[src/rtl/smi_neg_pkg.sv]
package smi_neg_pkg;
    localparam int FEAT_W    = 64;
    localparam int F_BCAST   = 0;
    localparam int F_HOTPLUG = 1;
    localparam int F_UNPLUG  = 2;
    localparam int SMIEN_APMC = 5;
    localparam logic [7:0] CMD_ACPI_ON  = 8'hF0;
    localparam logic [7:0] CMD_ACPI_OFF = 8'hF1;

    typedef enum logic [1:0] {
        NEG_OPEN   = 2'd0,
        NEG_CHECK  = 2'd1,
        NEG_LOCKED = 2'd2
    } neg_state_t;

    function automatic logic feat_acceptable(input logic [FEAT_W-1:0] req,
                                             input logic [FEAT_W-1:0] host);
        logic extra, cpu_any;
        extra   = |(req & ~host);
        cpu_any = req[F_HOTPLUG] | req[F_UNPLUG];
        if (extra) return 1'b0;
        if (cpu_any && !req[F_BCAST]) return 1'b0;
        if (req[F_UNPLUG] && !req[F_HOTPLUG]) return 1'b0;
        return 1'b1;
    endfunction
endpackage

[src/rtl/smi_feat_negotiator.sv]
module smi_feat_negotiator
    import smi_neg_pkg::*;
#(
    parameter int W = FEAT_W
) (
    input  logic         clk,
    input  logic         rst_n,
    input  logic [W-1:0] host_feat,
    input  logic         req_wr_en,
    input  logic [W-1:0] req_wr_data,
    input  logic         ok_wr_en,
    output logic [W-1:0] req_q,
    output logic [W-1:0] neg_q,
    output logic         feat_ok
);
    neg_state_t state_q, state_d;
    logic       accept;

    assign accept = feat_acceptable(req_q, host_feat);

    always_ff @(posedge clk) begin
        if (!rst_n) state_q <= NEG_OPEN;
        else        state_q <= state_d;
    end

    always_comb begin
        state_d = state_q;
        unique case (state_q)
            NEG_OPEN:   if (ok_wr_en) state_d = NEG_CHECK;
            NEG_CHECK:  state_d = accept ? NEG_LOCKED : NEG_OPEN;
            NEG_LOCKED: state_d = NEG_LOCKED;
            default:    state_d = NEG_OPEN;
        endcase
    end

    always_ff @(posedge clk) begin
        if (!rst_n) begin
            req_q <= '0;
            neg_q <= '0;
        end else begin
            if (req_wr_en) req_q <= req_wr_data;
            if (state_q == NEG_CHECK && accept) neg_q <= req_q;
        end
    end

    assign feat_ok = (state_q == NEG_LOCKED);

    p_frozen_r6: assert property (@(posedge clk) disable iff (!rst_n)
        feat_ok |=> feat_ok && $stable(neg_q));
    p_only_on_success_r2: assert property (@(posedge clk) disable iff (!rst_n)
        (neg_q != '0) |-> feat_ok);
    p_offered_only_r3: assert property (@(posedge clk) disable iff (!rst_n)
        feat_ok |-> ((neg_q & ~host_feat) == '0));
    p_bcast_dep_r4: assert property (@(posedge clk) disable iff (!rst_n)
        feat_ok |-> !((neg_q[F_HOTPLUG] || neg_q[F_UNPLUG]) && !neg_q[F_BCAST]));
    p_unplug_dep_r5: assert property (@(posedge clk) disable iff (!rst_n)
        feat_ok |-> !(neg_q[F_UNPLUG] && !neg_q[F_HOTPLUG]));
endmodule

[src/rtl/smi_cmd_unit.sv]
module smi_cmd_unit
    import smi_neg_pkg::*;
#(
    parameter int NUM_CPUS = 4,
    parameter int IDX_W    = 2,
    parameter int EN_W     = 32
) (
    input  logic                clk,
    input  logic                rst_n,
    input  logic                smi_en_wr_en,
    input  logic [EN_W-1:0]     smi_en_wr_data,
    input  logic                lock_wr_en,
    input  logic                lock_wr_data,
    input  logic                cmd_wr_en,
    input  logic [7:0]          cmd_data,
    input  logic [IDX_W-1:0]    cmd_cpu,
    input  logic                bcast,
    output logic [EN_W-1:0]     smi_en_q,
    output logic                lock_q,
    output logic [NUM_CPUS-1:0] smi_req,
    output logic                acpi_on,
    output logic                acpi_off
);
    logic                is_on, is_off, fire;
    logic [NUM_CPUS-1:0] target;

    assign is_on  = (cmd_data == CMD_ACPI_ON);
    assign is_off = (cmd_data == CMD_ACPI_OFF);
    assign fire   = cmd_wr_en && !is_on && !is_off && smi_en_q[SMIEN_APMC];
    assign target = bcast ? {NUM_CPUS{1'b1}} : (NUM_CPUS'(1) << cmd_cpu);

    always_ff @(posedge clk) begin
        if (!rst_n) begin
            smi_en_q <= '0;
            lock_q   <= 1'b0;
        end else begin
            if (smi_en_wr_en)
                smi_en_q <= {smi_en_wr_data[EN_W-1:1],
                             lock_q ? smi_en_q[0] : smi_en_wr_data[0]};
            if (lock_wr_en && !lock_q)
                lock_q <= lock_wr_data;
        end
    end

    always_ff @(posedge clk) begin
        if (!rst_n) begin
            smi_req  <= '0;
            acpi_on  <= 1'b0;
            acpi_off <= 1'b0;
        end else begin
            acpi_on  <= cmd_wr_en && is_on;
            acpi_off <= cmd_wr_en && is_off;
            smi_req  <= fire ? target : '0;
        end
    end

    p_acpi_no_smi_r7: assert property (@(posedge clk) disable iff (!rst_n)
        (acpi_on || acpi_off) |-> (smi_req == '0));
    p_smi_gated_r8: assert property (@(posedge clk) disable iff (!rst_n)
        (smi_req != '0) |-> ($past(cmd_wr_en) && $past(smi_en_q[SMIEN_APMC])));
    p_single_target_r8: assert property (@(posedge clk) disable iff (!rst_n)
        ((smi_req != '0) && !$past(bcast)) |-> ($countones(smi_req) == 1));
    p_lock_hold_r9: assert property (@(posedge clk) disable iff (!rst_n)
        lock_q |=> lock_q && $stable(smi_en_q[0]));
endmodule

[src/rtl/smi_feature_gate.sv]
module smi_feature_gate
    import smi_neg_pkg::*;
#(
    parameter int NUM_CPUS = 4,
    parameter int EN_W     = 32,
    localparam int IDX_W   = (NUM_CPUS > 1) ? $clog2(NUM_CPUS) : 1
) (
    input  logic                clk,
    input  logic                rst_n,
    input  logic [FEAT_W-1:0]   host_feat,
    input  logic                req_wr_en,
    input  logic [FEAT_W-1:0]   req_wr_data,
    output logic [FEAT_W-1:0]   req_rd,
    input  logic                ok_wr_en,
    output logic                feat_ok,
    output logic [FEAT_W-1:0]   neg_feat,
    input  logic                smi_en_wr_en,
    input  logic [EN_W-1:0]     smi_en_wr_data,
    output logic [EN_W-1:0]     smi_en_q,
    input  logic                lock_wr_en,
    input  logic                lock_wr_data,
    output logic                smi_lock,
    input  logic                cmd_wr_en,
    input  logic [7:0]          cmd_data,
    input  logic [IDX_W-1:0]    cmd_cpu,
    output logic [NUM_CPUS-1:0] smi_req,
    output logic                acpi_on_pulse,
    output logic                acpi_off_pulse
);
    smi_feat_negotiator #(.W(FEAT_W)) u_neg (
        .clk         (clk),
        .rst_n       (rst_n),
        .host_feat   (host_feat),
        .req_wr_en   (req_wr_en),
        .req_wr_data (req_wr_data),
        .ok_wr_en    (ok_wr_en),
        .req_q       (req_rd),
        .neg_q       (neg_feat),
        .feat_ok     (feat_ok)
    );

    smi_cmd_unit #(.NUM_CPUS(NUM_CPUS), .IDX_W(IDX_W), .EN_W(EN_W)) u_cmd (
        .clk            (clk),
        .rst_n          (rst_n),
        .smi_en_wr_en   (smi_en_wr_en),
        .smi_en_wr_data (smi_en_wr_data),
        .lock_wr_en     (lock_wr_en),
        .lock_wr_data   (lock_wr_data),
        .cmd_wr_en      (cmd_wr_en),
        .cmd_data       (cmd_data),
        .cmd_cpu        (cmd_cpu),
        .bcast          (neg_feat[F_BCAST]),
        .smi_en_q       (smi_en_q),
        .lock_q         (smi_lock),
        .smi_req        (smi_req),
        .acpi_on        (acpi_on_pulse),
        .acpi_off       (acpi_off_pulse)
    );
endmodule

[config.mk]
export PLATFORM = sky130hd
export DESIGN_NAME = smi_feature_gate
export DESIGN_NICKNAME = d
export VERILOG_FILES = /design/src/rtl/smi_neg_pkg.sv /design/src/rtl/smi_feat_negotiator.sv /design/src/rtl/smi_cmd_unit.sv /design/src/rtl/smi_feature_gate.sv
export SDC_FILE = /design/constraint.sdc
export NUM_CORES = 1
export LEC_CHECK = 0
export BUFFER_PORTS_ARGS = -buffer_cell sky130_fd_sc_hd__buf_2
export CORE_MARGIN = 3
export CORE_UTILIZATION = 35
export CTS_CLUSTER_SIZE = 20
export DETAILED_ROUTE_END_ITERATION = 8
export GPL_TIMING_DRIVEN = 1
export MAX_ROUTING_LAYER = met4
export SYNTH_ARGS = -nofsm -noshare
export SYNTH_HDL_FRONTEND = slang
export SYNTH_HIERARCHICAL = 1
export SYNTH_SLANG_ARGS = --single-unit
[constraint.sdc]
create_clock -name clk -period 3.8 [get_ports clk]
set_input_delay 0.76 -clock clk [delete_from_list [all_inputs] [get_ports clk]]
set_output_delay 0.76 -clock clk [all_outputs]
set_load 0.005 [all_outputs]
* Word-level counts from Yosys, hierarchy flattened
Cells that the tools add are included.
** Storage, ports and cells
- Flip-flop bits (word level) :: 169
- Word-level logic and storage cells :: 53
- Output and inout bits :: 168
- Input port bits :: 178
** Cells by class
- Shift operators :: 1
- Reductions and logical operators :: 18
- Mux-type cells :: 16
- Bitwise gates (word level) :: 4
- Eq/ne operators :: 5
** Operators with widths (number)
- bitwise AND 64 bit :: 1
- inverter 64 bit :: 1
- OR reduction 64 bit :: 1
- equality test 8 bit (second input constant) :: 2
- two-way mux 1 bit :: 12
- logical AND 1 bit :: 9
- case mux 2 bit (3 select lines) :: 1
- zero test 1 bit :: 5
- two-way mux 2 bit :: 2
- two-way mux 4 bit :: 1
- AND reduction 2 bit :: 2
- left shift 1 x 2 -> 4 bit (first input constant) :: 1
- equality test 2 x 1 -> 1 bit (second input constant) :: 1
- equality test 2 bit (second input constant) :: 1
- zero test 2 bit :: 1
- inequality test 2 bit (second input constant) :: 1
- inverter 1 bit :: 1
- OR 1 bit :: 1

* Depth between registers and ports, before layout
- Depth in word-level cells :: 12
- Gate-level depth with buffers :: 8
- Depth with buffers taken out :: 6

* Cells and area by module
The synthesis kept the hierarchy.
** By module, submodules not included
- smi_feat_negotiator :: cells an instance 599, area each 5275.1 um^2, times used 1, seq. area each 2602.5 um^2
- smi_cmd_unit :: cells an instance 128, area each 1473.9 um^2, times used 1, seq. area each 780.7 um^2

* Worst setup path after synthesis
OpenSTA, ideal clock, no wires.
- Kind :: input-to-reg
- Start :: in host_feat[40]
- End :: reg u_neg.neg_q[10]
- Stages :: 8
- Data required time :: 3.668 ns
- Library setup time :: 0.132 ns
- Buffers on the path :: 2
- Arrival :: 2.016 ns
- Setup slack :: 1.651 ns
- Cells stage by stage :: inv_1 a2111oi_0 nand4_1 or2_1 buf_6 buf_6 o21ai_1 a21oi_1
** Between the ends
- Longest elaborated chain between the ends :: 6
** Ends and longest elaborated chain
- start: declaration :: line smi_feature_gate.sv:10 : input logic [FEAT_W-1:0] host_feat,
- inverter 64 bit :: line smi_neg_pkg.sv:19 : extra = |(req & ~host);
- bitwise AND 64 bit :: line smi_neg_pkg.sv:19
- OR reduction 64 bit :: line smi_neg_pkg.sv:19
- two-way mux 1 bit :: line smi_neg_pkg.sv:21 : if (extra) return 1'b0;
- two-way mux 1 bit :: line smi_neg_pkg.sv:22 : if (cpu_any && !req[F_BCAST]) return 1'b0;
- logical AND 1 bit :: line smi_feat_negotiator.sv:42 : if (state_q == NEG_CHECK && accept) neg_q <= req_q;
- end signal: assignment :: line smi_feat_negotiator.sv:42
- end: declaration :: line smi_feat_negotiator.sv:13 : output logic [W-1:0] neg_q,
No other way between the ends.
A chain may end at the register's enable or synchronous reset.

* Final worst setup path
- Start :: reg u_neg.req_q[20]
- End :: reg u_neg.neg_q[53]
** Between the ends
- Longest elaborated chain between the ends :: 5
** Ends and longest elaborated chain
- start: declaration :: line smi_feat_negotiator.sv:12 : output logic [W-1:0] req_q,
- start signal: assignment :: line smi_feat_negotiator.sv:41 : if (req_wr_en) req_q <= req_wr_data;
- bitwise AND 64 bit :: line smi_neg_pkg.sv:19
- OR reduction 64 bit :: line smi_neg_pkg.sv:19
- two-way mux 1 bit :: line smi_neg_pkg.sv:21
- two-way mux 1 bit :: line smi_neg_pkg.sv:22
- logical AND 1 bit :: line smi_feat_negotiator.sv:42
No other way between the ends.

==> results.toml <==
[outcome]
outcome = "complete, no violations"

[final_layout]
n_fill_cell = 1872
drive_above_1_share = 0.375
finalNetCount = 1229
final_cell_area_mm2 = 0.00929
areaGrowthSynthToFinish_pct = 37.6
regArea_mm2 = 0.00338
multi_input_area_mm2 = 0.00295

[worst_hold_path]
min_path_type = "reg2reg"
holdCritStartpoint = "u_neg/state_q[1]"
whs_path_depth = 1
hold_end = "u_neg/state_q[0]"

[floorplanning]
io-pin-count = 346
row_count = 50
start_util = 0.358
die_area_mm2 = 0.0210
die_h_um = 145
die_x_um = 145
core_area_mm2 = 0.0188

[placed_design]
gp_congestion = 0.876
io_buffers = 345
pre_cts_slack_ps = 756
hpwl_um = 17500
place_area_mm2 = 0.00864

[cts]
htree_levels = 4
cts_hold_buf = 0
clockBufferDepth = 2
cts-resized-gates = 0
clock-sinks = 169
cts_root_buf = "clkbuf_16"
cts_tree = "built"
cts_buffers = 17
clk_latency_ps = 420
post_cts_buffers = 0
clkTransAtPathRegs_ps = 70

[setup_path]
endpoint_kind = "flip-flop"
required_ps = 4070
critPathArrivalTime_ps = 2960
path_max_fanout = 36
cp-start-kind = "flip-flop"
rr_worst_depth = 7
rrSetupSlack_ps = 1100
critical_path_class = "reg2reg"
r2r_start = "u_neg/req_q[20]"
worst_r2r_endpoint = "u_neg/neg_q[53]"

[logic_synthesis]
synth_most_common_cell = "dfxtp_1"
ys_seq_elements = 169
synth_warnings = 6
yosys-top-cells-count = "169 x dfxtp_1, 96 x mux2i_1, 69 x a21oi_1"
async_reset_ff_frac = 0
avgSynthCellArea_um2 = 9.28
synth_top_area_share = 0.501
ys_top_cells_by_area = "dfxtp_1 50%, mux2i_1 14%, a21oi_1 5.1%, nor2b_1 5.1%, nand3_1 4.8%"
dominantRegCellSynth = "dfxtp_1"
netlist_area_mm2 = 0.00675
synth_seq_area_share = 0.501
syn_inst = 727
synth_edf_count = 0
synth_nets = 905
netlist-cell-type-count = 32
synth_top_area_cell = "dfxtp_1"

[timing]
timing.final.crit_share = 0.710
worst_slack_ps = 1100
period_minus_slack_ps = 2700
finalMaxSlewViolations = 0
hold_viol = 0
setup_tns_ps = 0
fin_skew_ps = 11.1
tightest_slew_ps = 912
rsz0062_at_grt = "false"
final-setup-viol-count = 0
maxSlewHeadroom = 0.377
fmax_mhz = 371

[routing]
routedWlPerCell_um = 17.9
drc = 0
drtAntennaViolNets = 0
num_vias = 6417
drtPass1Iterations = 5
drtIter0Drc = 368
wl_um = 23800
viasPerCell = 4.82

[global_routing]
grt_max_degree = 70
grt_pass1_vias = 5909
antenna_found_initial = 4
overflow = 0
grt_first_pass_wirelength_um = 34500
track_usage = 0.222

[power]
power_mw = 4.16
ir_worst_vdd_v = 0.000284
power.density_mw_per_mm2 = 448
p_leak_nw = 4.46

[run]
maxCapViolCount = 0
area by class of cell:
cell class | count | share of cell area
clock inverters | 14 | 0.0199
clock buffers | 18 | 0.0473
multi-input cells | 470 | 0.318
well taps | 260 | 0.0350
diodes | 7 | 0.00189
flip-flops and latches | 169 | 0.364
inverters | 33 | 0.0136
repair buffers | 360 | 0.200
per-stage QoR:
step,cells,utilization,hold WS [ps]
floorplan,727,-,403
global placement,1292,0.459,416
detailed placement,1292,0.459,429
CTS,1324,0.492,443
global route,1328,0.493,465
finish,1331,0.493,444
logic make-up (layout without fill, tap and decap cells):
logic type             count (synthesis)  count (layout)  share of synthesized area
flip-flops                           169             169                      0.501
multiplexers                          96              96                      0.142
AND/OR/NAND/NOR                      218             218                      0.169
other                                  0               7                          0
AO/OA/AOI/OAI                        156             156                      0.126
buffers and inverters                 88             425                     0.0621
flip-flops by register name, summed over array words and instances (netlist names):
name            count
u_cmd/lock_q        1
u_neg/neg_q        64
u_cmd/acpi_off      1
u_cmd/acpi_on       1
u_neg/req_q        64
u_neg/state_q       2
u_cmd/smi_en_q     32
u_cmd/smi_req       4
layer usage:
| layer | share of wire | GRT usage |
|---|---|---|
| met5 | 0 | - |
| met4 | 0.023 | 0.0844 |
| met3 | 0.070 | 0.0555 |
| met2 | 0.47 | 0.339 |
| met1 | 0.43 | 0.285 |
worst max path at each step:
stage / startpoint / cells past startpoint / slack [ps] / to
finish: u_neg/req_q[20] / 7 / 1100 / u_neg/neg_q[53]
global route: u_neg/req_q[20] / 7 / 1010 / u_neg/neg_q[56]
CTS: u_neg/req_q[20] / 7 / 1120 / u_neg/neg_q[53]
detailed placement: host_feat[20] / 8 / 760 / u_neg/neg_q[53]
global placement: host_feat[20] / 8 / 780 / u_neg/neg_q[0]
floorplan: host_feat[40] / 8 / 1650 / u_neg/neg_q[10]
power by group:
part	internal (mW)	switching (mW)
Clock	1.07	0.765
Sequential	1.83	0.0630
Combinational	0.207	0.222
Total	3.11	1.05
critical path, stage by stage (launching register included):
cell       delay (ps)
dfxtp_1           350
nor2b_1           180
a2111oi_0         820
nand4_1           290
or2_2             360
buf_4             260
o21ai_1           190
a21oi_1            80
cells in the final DEF (no fill, tap or decap), types with 2 or more instances in the layout:
cell type / count
mux2i_1: 96
nor3_1: 5
a2111oi_1: 2
nand2_1: 2
dfxtp_1: 169
bufinv_16: 3
buf_4: 15
a2111oi_0: 5
clkbuf_16: 17
inv_1: 31
o2111ai_1: 4
inv_8: 2
buf_2: 344
nand2b_1: 13
a21oi_1: 69
o22ai_1: 8
clkinvlp_4: 2
nand3_1: 65
nor2b_1: 55
nor2_1: 65
o21ai_1: 64
nand4_1: 3
inv_6: 5
diode_2: 7
nor4_1: 3
(Power assumes the default switching activity.)
